--- config.mk ---
export PLATFORM = sky130hd
export DESIGN_NAME = ipair_issue
export DESIGN_NICKNAME = d
export VERILOG_FILES = /design/src/rtl/ipair_pkg.sv /design/src/rtl/ipair_pair_rules.sv /design/src/rtl/ipair_lock_ctr.sv /design/src/rtl/ipair_issue.sv
export SDC_FILE = /design/constraint.sdc
export NUM_CORES = 1
export LEC_CHECK = 0
export BUFFER_PORTS_ARGS = -buffer_cell sky130_fd_sc_hd__buf_2
export CAP_MARGIN = 5
export CORE_AREA = 2 2 39 41
export DETAILED_ROUTE_END_ITERATION = 10
export DIE_AREA = 0 0 41 43
export GPL_TIMING_DRIVEN = 0
export PLACE_DENSITY = 0.63
export SKIP_LAST_GASP = 1
export SLEW_MARGIN = 40
export SYNTH_ARGS = -nofsm -noshare
export SYNTH_HDL_FRONTEND = slang
export SYNTH_HIERARCHICAL = 1
export SYNTH_SLANG_ARGS = --single-unit
--- constraint.sdc ---
create_clock -name clk -period 1.95 [get_ports clk]
set_input_delay 0.39 -clock clk [delete_from_list [all_inputs] [get_ports clk]]
set_output_delay 0.39 -clock clk [all_outputs]
set_load 0.02 [all_outputs]
--- src/rtl/ipair_pkg.sv ---
`timescale 1ns/1ps
package ipair_pkg;
  typedef enum logic [2:0] {
    GRP_NIL = 3'd0,
    GRP_MT  = 3'd1,
    GRP_EX  = 3'd2,
    GRP_BR  = 3'd3,
    GRP_LS  = 3'd4,
    GRP_FE  = 3'd5,
    GRP_CO  = 3'd6,
    GRP_RSV = 3'd7
  } grp_e;

  localparam int GRP_W = 3;

  // Instructions that must occupy both decode slots (R3: 7 behaves as 6)
  function automatic logic grp_is_solo(input logic [GRP_W-1:0] g);
    return (g == GRP_CO) || (g == GRP_RSV);
  endfunction

  // Pair conflict between an older (a) and younger (b) instruction
  function automatic logic grp_pair_clash(input logic [GRP_W-1:0] a,
                                          input logic [GRP_W-1:0] b);
    logic ex_a, ex_b, br_a, br_b, ls_a, ls_b, fe_a, fe_b;
    ex_a = (a == GRP_EX); ex_b = (b == GRP_EX);
    br_a = (a == GRP_BR); br_b = (b == GRP_BR);
    ls_a = (a == GRP_LS); ls_b = (b == GRP_LS);
    fe_a = (a == GRP_FE); fe_b = (b == GRP_FE);
    if (grp_is_solo(a) || grp_is_solo(b)) return 1'b1;
    return (ex_a && ex_b) || (ex_a && br_b) || (br_a && ex_b) ||
           (br_a && br_b) || (br_a && ls_b) || (ls_a && br_b) ||
           (ls_a && ls_b) || (fe_a && fe_b);
  endfunction
endpackage

--- src/rtl/ipair_pair_rules.sv ---
`timescale 1ns/1ps
module ipair_pair_rules
  import ipair_pkg::*;
(
  input  logic [GRP_W-1:0] grp_old,
  input  logic [GRP_W-1:0] grp_young,
  output logic             clash
);
  always_comb begin
    clash = grp_pair_clash(grp_old, grp_young);
  end


  always_comb begin
    mt_pairs_chk: assert (!((grp_old == GRP_MT) && !grp_is_solo(grp_young)) || !clash)
      else $error("MT older instruction reported as clashing");
  end


  always_comb begin
    solo_clash_chk: assert (!(grp_is_solo(grp_old) || grp_is_solo(grp_young)) || clash)
      else $error("solo instruction not reported as clashing");
  end
endmodule

--- src/rtl/ipair_lock_ctr.sv ---
`timescale 1ns/1ps
module ipair_lock_ctr #(
  parameter int LOCK_W = 5
) (
  input  logic              clk,
  input  logic              rst,
  input  logic              load,
  input  logic [LOCK_W-1:0] load_len,
  output logic              busy
);
  logic [LOCK_W-1:0] remain;
  logic [LOCK_W-1:0] reload_val;

  // Cycles still held after the issue cycle: len-1, saturating at zero
  always_comb begin
    reload_val = (load_len > LOCK_W'(1)) ? load_len - LOCK_W'(1) : '0;
  end

  always_ff @(posedge clk) begin
    if (rst)                remain <= '0;
    else if (load)          remain <= reload_val;
    else if (remain != '0)  remain <= remain - LOCK_W'(1);
  end

  assign busy = (remain != '0);


  cnt_step_chk: assert property (@(posedge clk) disable iff (rst)
    busy |=> (remain == $past(remain) - LOCK_W'(1)))
    else $error("lock counter did not step down");


  load_idle_chk: assert property (@(posedge clk) disable iff (rst)
    load |-> !busy)
    else $error("lock reloaded while still held");
endmodule

--- src/rtl/ipair_issue.sv ---
`timescale 1ns/1ps
module ipair_issue
  import ipair_pkg::*;
#(
  parameter int LOCK_W = 5
) (
  input  logic              clk,
  input  logic              rst,
  input  logic              slot0_valid,
  input  logic [2:0]        slot0_group,
  input  logic [LOCK_W-1:0] slot0_lock,
  input  logic              slot1_valid,
  input  logic [2:0]        slot1_group,
  input  logic [LOCK_W-1:0] slot1_lock,
  output logic              issue_first,
  output logic              issue_second,
  output logic              busy
);
  logic pair_clash;
  logic first_go;
  logic second_go;
  logic solo_fire;
  logic slot1_lock_unused;

  ipair_pair_rules u_rules (
    .grp_old   (slot0_group),
    .grp_young (slot1_group),
    .clash     (pair_clash)
  );

  always_comb begin
    first_go  = slot0_valid && !busy;
    second_go = first_go && slot1_valid && !pair_clash;
    solo_fire = first_go && grp_is_solo(slot0_group);
  end

  // Slot 1 never issues alone, so its hold length is never loaded
  assign slot1_lock_unused = |slot1_lock;

  ipair_lock_ctr #(.LOCK_W(LOCK_W)) u_lock (
    .clk      (clk),
    .rst      (rst),
    .load     (solo_fire),
    .load_len (slot0_lock),
    .busy     (busy)
  );

  assign issue_first  = first_go;
  assign issue_second = second_go;


  busy_quiet_chk: assert property (@(posedge clk) disable iff (rst)
    busy |-> (!issue_first && !issue_second))
    else $error("issue while decode held");


  order_keep_chk: assert property (@(posedge clk) disable iff (rst)
    issue_second |-> issue_first)
    else $error("younger slot issued without older");


  solo_alone_chk: assert property (@(posedge clk) disable iff (rst)
    (issue_first && (grp_is_solo(slot0_group) || grp_is_solo(slot1_group))) |-> !issue_second)
    else $error("solo instruction paired");


  ex_pair_chk: assert property (@(posedge clk) disable iff (rst)
    (slot0_group == GRP_EX && (slot1_group == GRP_EX || slot1_group == GRP_BR)) |-> !issue_second)
    else $error("EX paired with EX or BR");


  hold_start_chk: assert property (@(posedge clk) disable iff (rst)
    (solo_fire && slot0_lock > LOCK_W'(1)) |=> busy)
    else $error("hold did not start");


  no_hold_chk: assert property (@(posedge clk) disable iff (rst)
    (first_go && !(solo_fire && slot0_lock > LOCK_W'(1))) |=> !busy)
    else $error("unexpected hold");
endmodule

==> impl_results.md <==
* Final setup TNS at -0.222 ns
* Power density over the cells at 1350 mW/mm^2
* Most frequent cells in the layout: buf_2, buf_6, buf_4
* Global-route wire length before repair at 1.68 mm
* Crit path max fanout at 4
* Vias in the first global route at 447
* Cell variety after synth at 31
* Regs by FF count: u_lock/remain: 5 flops
* Post-synth EDFFs at 0
* Peak supply drop at 0.506 mV
* Post-synth top area share at 22.2%
* Slew HR at 81.4%
* Crit-path leading delay family: simple AND/OR/NAND/NOR gates
* Net load switching power at 0.332 mW
* Internal at 0.578 mW
* Met1 Use GR at 14.6%
* Clock skew at 0.00218 ns
* Final period util at 105%
* WL final at 1.07 mm
* Status: finished with violations
* Clk Latency, worst-skew pair at 0.24 ns
* Clk root buf: clkbuf_4
* Synth Instances at 56
* Synth area leaders: dfxtp_1, ha_1, xnor2_1
* Clk sinks at 5
* Die area at 0.00176 sq mm
* Largest register FFs at 5
* WHS at 0.382 ns
* Sequential share of power at 19.0%
* 1st-pass router iterations at 4
* Max clock buf depth at 2
* Ports at 23
* DR DRC count at 0
* Initial antenna violation count at 0
* Worst-path clk slew at 0.04 ns
* Hpwl dp at 782 um
* Vias per std cell at 4.94
* Yosys warns at 6
* Crit-path max cell delay at 0.47 ns
* # fillers at 141
* Share of cells above drive strength 1 at 45.7%
* Footprint of the multi-input gates at 359 sq um
* GP Congestion at 0.654
* Met2 usage at 24.4%
* Crit path DAT at 1.66 ns
* RSZ-0062 raised after global routing: yes
* Storage cell area at 103 sq um
* Core area at 0.00138 sq mm
* Pin count of the biggest net entering global routing at 7
* Starting Density at 32.6%
* Clock power frac at 13.0%
* Most common cell after layout, fill and taps aside: buf_2
* CP Launch Type: flip-flop
* CTS tree: yes
* Hold Crit Class: in2reg
* Slack of the critical path at -0.101 ns
* Critical Path RT at 1.56 ns
* Sequential area share after synthesis at 22.2%
* Vias at 479
* Sequence of cells on the critical path: inv_2 > ha_4 > or4b_4 > and4bb_2 > buf_6
* Pwr Total at 0.909 mW
* TritonCTS Buffers at 3
* Ant diodes at 0
* Violated checks: setup timing
* GRT Residual Overflow at 0
* Htree depth at 1
* Combinational share of power at 68.0%
* Syn_nets at 79
* Crit path kind: reg2out
* Area growth from synthesis to layout at 48.8%
* Top_reg_cell synth: dfxtp_1
* GRT Max-Usage Layer: met2
* Fmax at 0.488 GHz
* Max Cap Viol at 0
* Async set-reset flop share out of synthesis at 0%
* Buffers & Inverters on Critical Path at 2
* Height of the die at 43 um
* Global Route Usage Sum at 14.8%
* Leakage at 0.299 nW
* Critical Path Sink Type: output pin
* Final ANT Viol Nets at 0
* Slew Limit Fails at 0
* Sw frac at 36.5%
* Final hold viol count at 0
* Die span in x at 41 um
* Cell accounting for the most synthesized area: dfxtp_1
* Synth Register Bits at 5
* Num rows at 14
* Worst-Margin Slew at 0.278 ns
* Pre-CTS WS at -0.0688 ns
* Met3 Use GR at 3.14%
* Synthesized area per cell at 8.07 sq um
* Crit-path slowest cell: or4b_4
* Routed WL per cell at 11.0 um
* DR iter-0 viols at 5
* Reg with most FFs: u_lock/remain
* Post-synthesis cell area at 452 sq um
* Min Tclk post-route at 2.05 ns
* Final setup fails at 4
* Port-buffer cells at 17
* Layout Nets at 105
## cells in the mapped netlist (all sizes together) (2+ instances only)
cell    number
nor3         3
nor2         3
inv          5
nand3b       2
o21ai        3
a21oi        4
dfxtp        5
nand2        2
xnor2        3
xor2         2
mux2i        2
nand2b       2
nand3        2
ha           3
## routing by layer
| metal | share of wire [%] | vias up |
|---|---|---|
| met5 | 0 | - |
| li1 | - | 255 |
| met4 | 0 | 0 |
| met2 | 54 | 12 |
| met3 | 3.5 | 0 |
| met1 | 43 | 212 |
## worst paths after layout
path	from	endpoint	slack (ns)	cells past startpoint
worst max-delay path	u_lock/remain[0]$_SDFFE_PP0P_	issue_second	-0.10	5
worst min register to register	u_lock/remain[2]$_SDFFE_PP0P_	u_lock/remain[4]$_SDFFE_PP0P_	0.60	2
worst max register to register	u_lock/remain[0]$_SDFFE_PP0P_	u_lock/remain[4]$_SDFFE_PP0P_	-0.03	8
worst min-delay path	rst	u_lock/remain[1]$_SDFFE_PP0P_	0.38	2
## final cells by class
type	count	share of cell area, %
Clock buffer	4	3.91
Timing Repair Buffer	22	21.6
Sequential cell	5	15.3
Inverter	5	2.79
Tap cell	16	2.98
Multi-Input combinational cell	45	53.4
## cell families after synthesis
group / synth area share (%)
adders and majority gates: 8.31
xor gates and xnor gates: 9.70
buffers and inverters: 6.09
muxes: 4.43
and+or+nand+nor: 31.6
AOI/OAI and AO/OA: 17.7
DFF: 22.2
## per-stage QoR
step / util (%) / instance area [sq um] / instances
4_1_cts: 47.4 / 656 / 96
6_report: 48.6 / 672 / 97
2_1_floorplan: - / 453 / 56
3_3_place_gp: 40.3 / 558 / 89
5_1_grt: 48.6 / 672 / 97
3_5_place_dp: 40.3 / 558 / 89
## timing repair
item | in CTS | in global routing
pin swaps | 2 | 4
gates cloned | 1 | 0
buffers inserted | 3 | 2
resized for setup | 15 | 3
hold buffers | 0 | 0
endpoints found under the setup margin | 8 | 8
## power by group through the flow
stage | Combinational (mW) | Clock, mW | Sequential [mW]
after floorplan | 0.324 | 0 | 0.163
after global placement | 0.404 | 0 | 0.168
after detailed placement | 0.422 | 0 | 0.169
after CTS | 0.594 | 0.123 | 0.173
after global routing | 0.664 | 0.125 | 0.175
final | 0.618 | 0.118 | 0.173
Note: power is estimated with default switching activity, not from simulation.
